**src/rtl/zf_pkg.sv**
```systemverilog
package zf_pkg;
  localparam logic [15:0] OFF_START   = 16'h3030;
  localparam logic [15:0] OFF_END     = 16'h3038;
  localparam logic [15:0] OFF_CMD     = 16'h3800;
  localparam logic [15:0] OFF_TBL     = 16'h1700;
  localparam int          TBL_WORDS   = 16;
  localparam int          SCR_WORDS   = 3;
  localparam logic [15:0] OFF_SCR [SCR_WORDS] = '{16'h3008, 16'h3018, 16'h4000};
  localparam logic [7:0]  OP_ZERO     = 8'h11;

  typedef enum logic {ST_IDLE = 1'b0, ST_FILL = 1'b1} zf_state_e;
endpackage

```
**src/rtl/zf_regs.sv**
```systemverilog
module zf_regs
  import zf_pkg::*;
#(
  parameter int AW = 32
) (
  input  logic          clk,
  input  logic          rst_n,
  input  logic          we,
  input  logic [15:0]   addr,
  input  logic [63:0]   wdata,
  output logic [63:0]   rdata,
  output logic [AW-1:0] start_q,
  output logic [AW-1:0] end_q,
  output logic          cmd_we,
  output logic [7:0]    cmd_op
);
  logic [63:0] tbl_q [TBL_WORDS];
  logic [63:0] scr_q [SCR_WORDS];
  logic [TBL_WORDS-1:0] tbl_hit;
  logic [SCR_WORDS-1:0] scr_hit;

  assign cmd_we = we && (addr == OFF_CMD);
  assign cmd_op = wdata[7:0];

  always_ff @(posedge clk or negedge rst_n) begin
    if (!rst_n) begin
      start_q <= '0;
      end_q   <= '0;
    end else begin
      if (we && addr == OFF_START) start_q <= wdata[AW-1:0];
      if (we && addr == OFF_END)   end_q   <= wdata[AW-1:0];
    end
  end

  for (genvar k = 0; k < TBL_WORDS; k++) begin : g_tbl
    assign tbl_hit[k] = (addr == OFF_TBL + 16'(8 * k));
    always_ff @(posedge clk or negedge rst_n) begin
      if (!rst_n)                tbl_q[k] <= '0;
      else if (we && tbl_hit[k]) tbl_q[k] <= wdata;
    end
  end

  for (genvar s = 0; s < SCR_WORDS; s++) begin : g_scr
    assign scr_hit[s] = (addr == OFF_SCR[s]);
    always_ff @(posedge clk or negedge rst_n) begin
      if (!rst_n)                scr_q[s] <= '0;
      else if (we && scr_hit[s]) scr_q[s] <= wdata;
    end
  end

  always_comb begin
    rdata = '0;
    if (addr == OFF_START) rdata = 64'(start_q);
    if (addr == OFF_END)   rdata = 64'(end_q);
    for (int k = 0; k < TBL_WORDS; k++)
      if (tbl_hit[k]) rdata = tbl_q[k];
    for (int s = 0; s < SCR_WORDS; s++)
      if (scr_hit[s]) rdata = scr_q[s];
  end
endmodule

```
**src/rtl/zf_chunker.sv**
```systemverilog
module zf_chunker
  import zf_pkg::*;
#(
  parameter int AW    = 32,
  parameter int CHUNK = 4096,
  localparam int LENW = $clog2(CHUNK) + 1
) (
  input  logic            clk,
  input  logic            rst_n,
  input  logic            start,
  input  logic [AW-1:0]   first,
  input  logic [AW:0]     total,
  input  logic            mem_ack,
  output logic            busy,
  output logic            fin,
  output logic            mem_req,
  output logic [AW-1:0]   mem_addr,
  output logic [LENW-1:0] mem_len,
  output logic [7:0]      mem_be
);
  zf_state_e      st_q, st_d;
  logic [AW-1:0]  cur_q, cur_d;
  logic [AW:0]    rem_q, rem_d;
  logic [LENW-1:0] chunk;
  logic [2:0]     lo, hi;
  logic [3:0]     span, last_lane;

  always_comb begin
    chunk = (rem_q > (AW+1)'(CHUNK)) ? LENW'(CHUNK) : rem_q[LENW-1:0];
  end

  always_comb begin
    st_d  = st_q;
    cur_d = cur_q;
    rem_d = rem_q;
    fin   = 1'b0;
    case (st_q)
      ST_IDLE: if (start) begin
        st_d  = ST_FILL;
        cur_d = first;
        rem_d = total;
      end
      ST_FILL: if (mem_ack) begin
        cur_d = cur_q + AW'(chunk);
        rem_d = rem_q - (AW+1)'(chunk);
        if (rem_q == (AW+1)'(chunk)) begin
          st_d = ST_IDLE;
          fin  = 1'b1;
        end
      end
      default: st_d = ST_IDLE;
    endcase
  end

  always_ff @(posedge clk or negedge rst_n) begin
    if (!rst_n) begin
      st_q  <= ST_IDLE;
      cur_q <= '0;
      rem_q <= '0;
    end else begin
      st_q  <= st_d;
      cur_q <= cur_d;
      rem_q <= rem_d;
    end
  end

  assign busy     = (st_q == ST_FILL);
  assign mem_req  = busy;
  assign mem_addr = cur_q;
  assign mem_len  = chunk;

  assign lo        = cur_q[2:0];
  assign span      = (chunk > LENW'(8)) ? 4'd8 : chunk[3:0];
  assign last_lane = {1'b0, lo} + span - 4'd1;
  assign hi        = (last_lane > 4'd7) ? 3'd7 : last_lane[2:0];

  for (genvar i = 0; i < 8; i++) begin : g_be
    assign mem_be[i] = busy && (3'(i) >= lo) && (3'(i) <= hi);
  end
endmodule

```
**src/rtl/zf_engine.sv**
```systemverilog
module zf_engine
  import zf_pkg::*;
#(
  parameter int AW    = 32,
  parameter int CHUNK = 4096,
  localparam int LENW = $clog2(CHUNK) + 1
) (
  input  logic            clk,
  input  logic            rst_n,
  input  logic            reg_we,
  input  logic [15:0]     reg_addr,
  input  logic [63:0]     reg_wdata,
  output logic [63:0]     reg_rdata,
  output logic            mem_req,
  output logic [AW-1:0]   mem_addr,
  output logic [LENW-1:0] mem_len,
  output logic [7:0]      mem_be,
  input  logic            mem_ack,
  output logic            busy,
  output logic            irq_done,
  output logic            err_op,
  output logic            err_range
);
  logic [1:0]    rst_pipe;
  logic          rst_sync_n;
  logic [AW-1:0] first_q, last_q;
  logic          cmd_we, accept, bad_op, bad_rng, start, fin;
  logic [7:0]    cmd_op;
  logic [AW:0]   total;
  logic          done_d, eop_d, erng_d;

  always_ff @(posedge clk or negedge rst_n) begin
    if (!rst_n) rst_pipe <= 2'b00;
    else        rst_pipe <= {rst_pipe[0], 1'b1};
  end
  assign rst_sync_n = rst_pipe[1];

  zf_regs #(.AW(AW)) u_regs (
    .clk(clk), .rst_n(rst_sync_n), .we(reg_we), .addr(reg_addr),
    .wdata(reg_wdata), .rdata(reg_rdata), .start_q(first_q), .end_q(last_q),
    .cmd_we(cmd_we), .cmd_op(cmd_op)
  );

  assign accept  = cmd_we && !busy;
  assign bad_op  = accept && (cmd_op != OP_ZERO);
  assign bad_rng = accept && (cmd_op == OP_ZERO) && (last_q < first_q);
  assign start   = accept && !bad_op && !bad_rng;
  assign total   = {1'b0, last_q} - {1'b0, first_q} + 1'b1;

  zf_chunker #(.AW(AW), .CHUNK(CHUNK)) u_chunk (
    .clk(clk), .rst_n(rst_sync_n), .start(start), .first(first_q),
    .total(total), .mem_ack(mem_ack), .busy(busy), .fin(fin),
    .mem_req(mem_req), .mem_addr(mem_addr), .mem_len(mem_len), .mem_be(mem_be)
  );

  always_comb begin
    done_d = irq_done;
    eop_d  = err_op;
    erng_d = err_range;
    if (accept) begin
      done_d = bad_op || bad_rng;
      eop_d  = bad_op;
      erng_d = bad_rng;
    end else if (fin) begin
      done_d = 1'b1;
    end
  end

  always_ff @(posedge clk or negedge rst_sync_n) begin
    if (!rst_sync_n) begin
      irq_done  <= 1'b0;
      err_op    <= 1'b0;
      err_range <= 1'b0;
    end else begin
      irq_done  <= done_d;
      err_op    <= eop_d;
      err_range <= erng_d;
    end
  end
endmodule

```
**config.mk**
```make
export PLATFORM = sky130hd
export DESIGN_NAME = zf_engine
export DESIGN_NICKNAME = d
export VERILOG_FILES = /design/src/rtl/zf_pkg.sv /design/src/rtl/zf_regs.sv /design/src/rtl/zf_chunker.sv /design/src/rtl/zf_engine.sv
export SDC_FILE = /design/constraint.sdc
export NUM_CORES = 2
export LEC_CHECK = 0
export BUFFER_PORTS_ARGS = -buffer_cell sky130_fd_sc_hd__buf_2
export CAP_MARGIN = 20
export CORE_MARGIN = 3
export CORE_UTILIZATION = 40
export DETAILED_ROUTE_END_ITERATION = 12
export PLACE_DENSITY = 0.65
export SLEW_MARGIN = 20
export SYNTH_ARGS = -nofsm -noshare
export SYNTH_HDL_FRONTEND = slang
export SYNTH_HIERARCHICAL = 1
export SYNTH_SLANG_ARGS = --single-unit
export TNS_END_PERCENT = 1
```
**constraint.sdc**
```tcl
create_clock -name clk -period 122 [get_ports clk]
set_input_delay 6.1 -clock clk [delete_from_list [all_inputs] [get_ports clk]]
set_output_delay 6.1 -clock clk [all_outputs]
set_load 0.01 [all_outputs]
```
# ---- Word-level counts from Yosys, hierarchy flattened
# Index checks and enable logic that the tools add are counted.
dict set report word_totals {
  ramBits 0
  mem_count 0
  regBits 1351
  word_cells 171
  in_bits 84
  romBits 0
  out_inout_bits 122
  latch_bits 0
}
dict set report op_classes {
  mux 39
  mul 0
  n_eq_ne 27
  bitwise 1
  order_cmp 20
  n_div 0
  n_shift 0
  reduce_logical 50
  addsub 6
}
# operator count
set op_table {}
lappend op_table {{64-bit two-way mux} 19}
lappend op_table {{16-bit by 13-bit equality test with 1-bit output, second input constant} 16}
lappend op_table {{32-bit two-way mux} 4}
lappend op_table {{16-bit by 14-bit equality test with 1-bit output, second input constant} 5}
lappend op_table {{33-bit two-way mux} 2}
lappend op_table {{33-bit one-hot mux with 2 select lines} 1}
lappend op_table {{32-bit one-hot mux with 2 select lines} 1}
lappend op_table {{1-bit logical AND} 44}
lappend op_table {{33-bit by 1-bit adder with 33-bit output, second input constant} 1}
lappend op_table {{33-bit by 13-bit equality test with 1-bit output} 1}
lappend op_table {{33-bit by 13-bit > comparator with 1-bit output, second input constant} 1}
lappend op_table {{32-bit by 32-bit subtractor with 33-bit output} 1}
lappend op_table {{33-bit by 13-bit subtractor with 33-bit output} 1}
lappend op_table {{32-bit by 13-bit adder with 32-bit output} 1}
lappend op_table {{32-bit less-than comparator} 1}
lappend op_table {{16-bit by 15-bit equality test with 1-bit output, second input constant} 1}
lappend op_table {{13-bit by 4-bit > comparator with 1-bit output, second input constant} 1}
lappend op_table {{13-bit two-way mux} 1}
lappend op_table {{3-bit >= comparator, first input constant} 4}
lappend op_table {{3-bit less-or-equal comparator, first input constant} 4}
lappend op_table {{8-bit by 5-bit equality test with 1-bit output, second input constant} 1}
lappend op_table {{1-bit two-way mux} 8}
lappend op_table {{8-bit by 5-bit inequality test with 1-bit output, second input constant} 1}
lappend op_table {{1-bit by 3-bit >= comparator with 1-bit output, first input constant} 2}
lappend op_table {{15 further kinds} 21}

# ---- Depth between registers and ports, before layout
dict set report depth {
  depth_word 22
  ltp_mapped 18
  ltp_nobuf 16
}

# ---- Cells and area by module
# Netlist, hierarchy kept.
# module cells_each seq_area_each_um2 n_inst area_each_um2
set by_module_without_submodules {}
lappend by_module_without_submodules {zf_regs 4230 32030.7 1 56718.1}
lappend by_module_without_submodules {zf_chunker 597 1651.6 1 4853.4}
lappend by_module_without_submodules {zf_engine 387 125.1 1 2984.1}

# ---- Worst setup path after synthesis
# OpenSTA, ideal clock, no wires.
dict set report synth_timing {
  path_kind {input port to output port}
  from {input reg_addr[5]}
  to {output reg_rdata[8]}
  required_time_ns 115.900
  n_path_buf 2
  t_arrival_ns 8.478
  path_stages 9
  path_slack_ns 107.422
  path_cell_list {buf_2 or4bb_1 nor4_4 buf_2 a221oi_2 o21ai_1 o2111ai_1 a2111o_1 a222oi_1}
}
dict set report synth_via {
  elab_chain_cells 22
  elab_cells_between_ends 42
  classes_between {21 x eq/ne; 21 x mux}
}
# element line_no
set synth_rtl {}
lappend synth_rtl {{start, declared} zf_engine.sv:11} ;# input logic [15:0] reg_addr,
lappend synth_rtl {{16-bit by 14-bit equality test with 1-bit output} zf_regs.sv:53} ;# if (addr == OFF_START) rdata = 64'(start_q);
lappend synth_rtl {{32-bit two-way mux} zf_regs.sv:53}
lappend synth_rtl {{32-bit two-way mux} zf_regs.sv:54} ;# if (addr == OFF_END) rdata = 64'(end_q);
lappend synth_rtl {{64-bit two-way mux (16 in a row)} zf_regs.sv:56} ;# if (tbl_hit[k]) rdata = tbl_q[k];
lappend synth_rtl {{64-bit two-way mux (2 in a row)} zf_regs.sv:58} ;# if (scr_hit[s]) rdata = scr_q[s];
lappend synth_rtl {{64-bit two-way mux (*)} zf_regs.sv:58}
lappend synth_rtl {{end, declared} zf_engine.sv:13} ;# output logic [63:0] reg_rdata,
# Mark *: on every way between the ends. The rest lies on a longest branch, timed or not.

# ---- Worst setup path after layout
dict set report layout_timing {
  from {input reg_addr[3]}
  to {output reg_rdata[28]}
}
# Same word-level chain as after synthesis.

==> results summary <==
The synthesized netlist devotes under 10% of its cell area to adder and majority cells. The combined area of the multi-input logic cells is roughly 0.029 sq mm. The category of the worst setup path launch point is a primary input. In this run the worst setup path begins at reg_addr[3]. The post-detailed-routing wire length came out at 198000 microns.

Measured against the total synthesized area, the mux share comes to about 22%. The clock tree from TritonCTS is done. The filler cell count in the final layout came out at ~14000. Yosys attributes the largest share of cell area to sky130_fd_sc_hd__dfrtp_1 (52%), sky130_fd_sc_hd__mux2_2 (22%), sky130_fd_sc_hd__clkbuf_1 (1.9%), sky130_fd_sc_hd__o22ai_1 (1.8%), sky130_fd_sc_hd__ha_1 (1.6%). For the pin with the worst max-slew slack, the measured transition is 1.20 ns. The post-route fraction of the period consumed by the critical path is 13.6%. The HPWL after detailed placement is 124000 microns. Synthesis produced a netlist whose cell count is between 5000 and 6000. The largest net degree at the start of global routing is just over 80. In this run the critical register-to-register path is launched from rst_pipe[1]. The DRC marker count from the first detailed-route iteration is 4700. The number of port buffers is between 200 and 250. The top cell types in the final layout, fill and taps aside, are sky130_fd_sc_hd__dfrtp_1 (1349), sky130_fd_sc_hd__mux2_2 (1273), sky130_fd_sc_hd__buf_2 (205). The relative slew slack came out at roughly a fifth.

The count of final hold-check violations is 0. The final count of negative-setup-slack endpoints is 0. The first-pass iteration count of the detailed router is 9. The synthesized netlist devotes 5.81% of its cell area to simple gates.

After clock tree synthesis, the repair step resized 0 gates. The dominant combinational cell family by area after synthesis is multiplexers. Setup repair after global routing left no endpoint under its margin.

In this run the standard cell core region covers 0.159 sq mm. The cell area after technology mapping is around 0.065 sq mm. The number of distinct library cells after synthesis is ~110. Static timing analysis puts the maximum clock frequency at a little over 60 MHz.

The xor/xnor cell area share of the yosys netlist came out at 0.529%. The net count of the finished layout is ~5400. A synthesized cell averages about 12 sq um.

Synthesis produced a netlist with a net count of around 5400. The final weighted congestion in routability-driven placement is around 0.91. The total number of H-tree levels came out at 4.

The initial antenna violation count came to 9. The post-layout minimum cycle time is approximately 17 ns. Buffers inserted during clock tree synthesis total 147. The total global-route track usage is 23.3%. The number of max-slew violations in the final report came out at 0.

The final clock skew is around 0.026 ns. The routed via count divided by cell count is about 6.2. The design draws about 0.93 mW.

The proportion of layout cells with a drive suffix above 1 came out at 36.5%. The clock insertion delay at the later pin of the skew report is ~0.77 ns. The worst register-to-register path has a setup slack of approximately 120 ns. The CTS root buffer is sky130_fd_sc_hd__clkbuf_16.

The area growth from synthesis to final layout came out at 12.5%. The horizontal extent of the die came out at just over 400 microns. The detail-routed net length per standard cell came out at about 26 microns. After detailed routing, the number of remaining DRC violations is 0. The detailed-route via count is around 46000. The number of buffers added for setup after CTS is 0. The die area came out at between 0.15 and 0.2 sq mm.

The cell area reported after detailed placement is between 0.06 and 0.07 sq mm. The number of I/O pins came out at between 200 and 250. The post-synthesis async set-or-reset flop share came out at 100%. The finished cells cover approximately 0.073 sq mm. The remaining antenna violation count after routing is 0. The fraction of post-synthesis cell area in the top cell type by area came out at 52.4%. IR analysis of the VDD net gives a maximum drop of 0.0114 mV.

The required time reported for the critical path endpoint came out at ~120 ns. The compound-gate portion of the synthesized area is 13.1%. The largest total area in the synthesized netlist belongs to sky130_fd_sc_hd__dfrtp_1.

The setup TNS came out at 0 ns. The Yosys step of the flow raised 6 warnings. The part of the Yosys area used for sequential elements is a little over half. The number of enable flip-flop cells after synthesis is 0. The number of rows in the core area came out at about 150. The endpoint with the worst hold slack is rst_pipe[1]. The power per cell area came out at about 13 mW/mm^2.

The library cell used most frequently in the layout, excluding fill and tap cells, is sky130_fd_sc_hd__dfrtp_1. The global-route wire length before repair is ~300000 microns. At the worst endpoint, the arrival time is between 10 and 15 ns.

The type of the setup path with the least slack is in2out. The kind of capture point of the worst setup path is an output port. The number of cells on the worst reg-to-reg path is 6.

The via count of the first global-routing pass is 46700. The height of the die came out at 408 microns. The worst hold path begins at rst_pipe[0]. The maximum count of clock buffers along a single path came out at 3. The tool flagged a number of max-cap violations equal to 0. In this run the worst hold path is classified as reg2reg. The biggest fanout along the worst timing path is slightly below 50. The static leakage power is approximately 36 nW. The number of synthesized register bits is between 1000 and 1500. After global routing the overflow that remains totals 0. The sequential cell area in the final layout came out at 0.0338 sq mm. The quantity of hold-fixing buffers added after cts came out at 0. Clock-pin slew was measured on the worst setup and hold paths at 0.05 ns. The initial utilization of the core area, before any placement, comes to 40.5%. The clock sink count came out at between 1000 and 1500. The predominant post-synthesis flop cell is sky130_fd_sc_hd__dfrtp_1. The flow ran to the end, and the final reports show no timing, DRC or antenna violations. The capturing point of the worst reg2reg path is u_regs/start_q[3]. The hold-critical path depth came out at 0.
-- worst max-delay path, stage by stage --
cell and delay, ns:
sky130_fd_sc_hd__buf_2 0.26, sky130_fd_sc_hd__or4b_4 0.67, sky130_fd_sc_hd__nor4_4 0.76, sky130_fd_sc_hd__buf_4 0.27, sky130_fd_sc_hd__buf_4 0.70, sky130_fd_sc_hd__nand2_1 0.11, sky130_fd_sc_hd__a31oi_1 0.18, sky130_fd_sc_hd__a2111oi_0 0.08
sky130_fd_sc_hd__a2111oi_0 0.68, sky130_fd_sc_hd__o21ai_1 0.12, sky130_fd_sc_hd__a21oi_1 0.29, sky130_fd_sc_hd__buf_2 0.20
-- where the power goes --
| part | total (mW) | switching, mW | internal, mW |
|---|---|---|---|
| clock network | 0.463 | 0.189 | 0.274 |
| registers | 0.449 | 0.000464 | 0.448 |
| logic | 0.0219 | 0.0189 | 0.00296 |
-- metal layers --
| layer | wire length, microns | share of wire [%] | track usage, % | up-vias |
|---|---|---|---|---|
| met1 | 82200 | 42 | 30.8 | 24300 |
| met4 | 6740 | 3.4 | 8.61 | 8 |
| met5 | 49 | 0.025 | 0 | - |
| met3 | 14900 | 7.5 | 4.68 | 341 |
| met2 | 94200 | 48 | 37.8 | 1775 |
| li1 | - | - | - | 19600 |
-- flip-flops by register name, summed over array words and instances (netlist names), 2 cells and up --
name              count
u_regs/scr_q        192
u_chunk/mem_addr     32
u_chunk/rem_q        33
u_regs/start_q       32
u_regs/end_q         32
rst_pipe              2
u_regs/tbl_q       1024
-- logic make-up after synthesis --
family                     Yosys count
buffers and inverters              554
xor gates and xnor gates            39
and+or+nand+nor                    725
muxes                             1290
AOI/OAI and AO/OA                 1153
DFF                               1351
other                                2
adders and majority gates          100
-- per-stage QoR --
stage / hold slack [ns] / setup WS (ns) / util, % / std cells
after detailed placement: 0.344 / 105.50 / 42.4 / 7218
after CTS: 0.358 / 105.49 / 45.5 / 7477
after global placement: 0.340 / 105.50 / 42.4 / 7218
final: 0.353 / 105.44 / 45.6 / 7483
after global routing: 0.358 / 105.23 / 45.6 / 7479
after floorplan: 0.331 / 81.55 / - / 5214
-- worst max path at each step --
| stage | end | slack [ns] | cells after the start |
|---|---|---|---|
| 3_5_place_dp | reg_rdata[28] | 105.50 | 12 |
| 5_1_grt | reg_rdata[28] | 105.23 | 12 |
| 6_report | reg_rdata[28] | 105.44 | 12 |
| 4_1_cts | reg_rdata[28] | 105.49 | 12 |
| 2_1_floorplan | err_op | 81.55 | 0 |
| 3_3_place_gp | reg_rdata[28] | 105.50 | 12 |
-- cell type report --
cell class                 instances  area share [%]
antenna                            4          0.0138
clock buffer                     216            6.09
clock inverter                    43           0.893
inverter                          92           0.476
multi-input combinational       3309            39.6
sequential                      1351            46.6
tap                             2146            3.70
timing repair buffer             322            2.69
-- synthesized netlist by cell type (13+ instances only) --
master,instances
sky130_fd_sc_hd__dfrtp_1,1351
sky130_fd_sc_hd__mux2_2,1273
sky130_fd_sc_hd__clkbuf_1,326
sky130_fd_sc_hd__nand2_1,211
sky130_fd_sc_hd__nor2_1,209
sky130_fd_sc_hd__a21oi_1,191
sky130_fd_sc_hd__o22ai_1,186
sky130_fd_sc_hd__o21ai_0,139
sky130_fd_sc_hd__inv_1,92
sky130_fd_sc_hd__a221oi_1,86
sky130_fd_sc_hd__ha_1,82
sky130_fd_sc_hd__a22oi_1,71
sky130_fd_sc_hd__a222oi_1,61
sky130_fd_sc_hd__nand3_1,60
sky130_fd_sc_hd__buf_1,56
sky130_fd_sc_hd__buf_2,51
sky130_fd_sc_hd__a22o_1,48
sky130_fd_sc_hd__nor3_1,48
sky130_fd_sc_hd__o221ai_1,39
sky130_fd_sc_hd__o2111ai_1,31
sky130_fd_sc_hd__nor4_1,29
sky130_fd_sc_hd__o31a_1,29
sky130_fd_sc_hd__a31oi_1,28
sky130_fd_sc_hd__nand4_1,26
sky130_fd_sc_hd__o311ai_1,25
sky130_fd_sc_hd__o41ai_2,25
sky130_fd_sc_hd__xnor2_1,25
sky130_fd_sc_hd__nor2b_1,23
sky130_fd_sc_hd__and3_1,21
sky130_fd_sc_hd__o211ai_1,20
sky130_fd_sc_hd__a21o_1,19
sky130_fd_sc_hd__fa_1,18
sky130_fd_sc_hd__a211oi_1,17
sky130_fd_sc_hd__buf_4,17
sky130_fd_sc_hd__xor2_1,14
sky130_fd_sc_hd__nor4_4,13
Power figures use the tool's default switching activity.
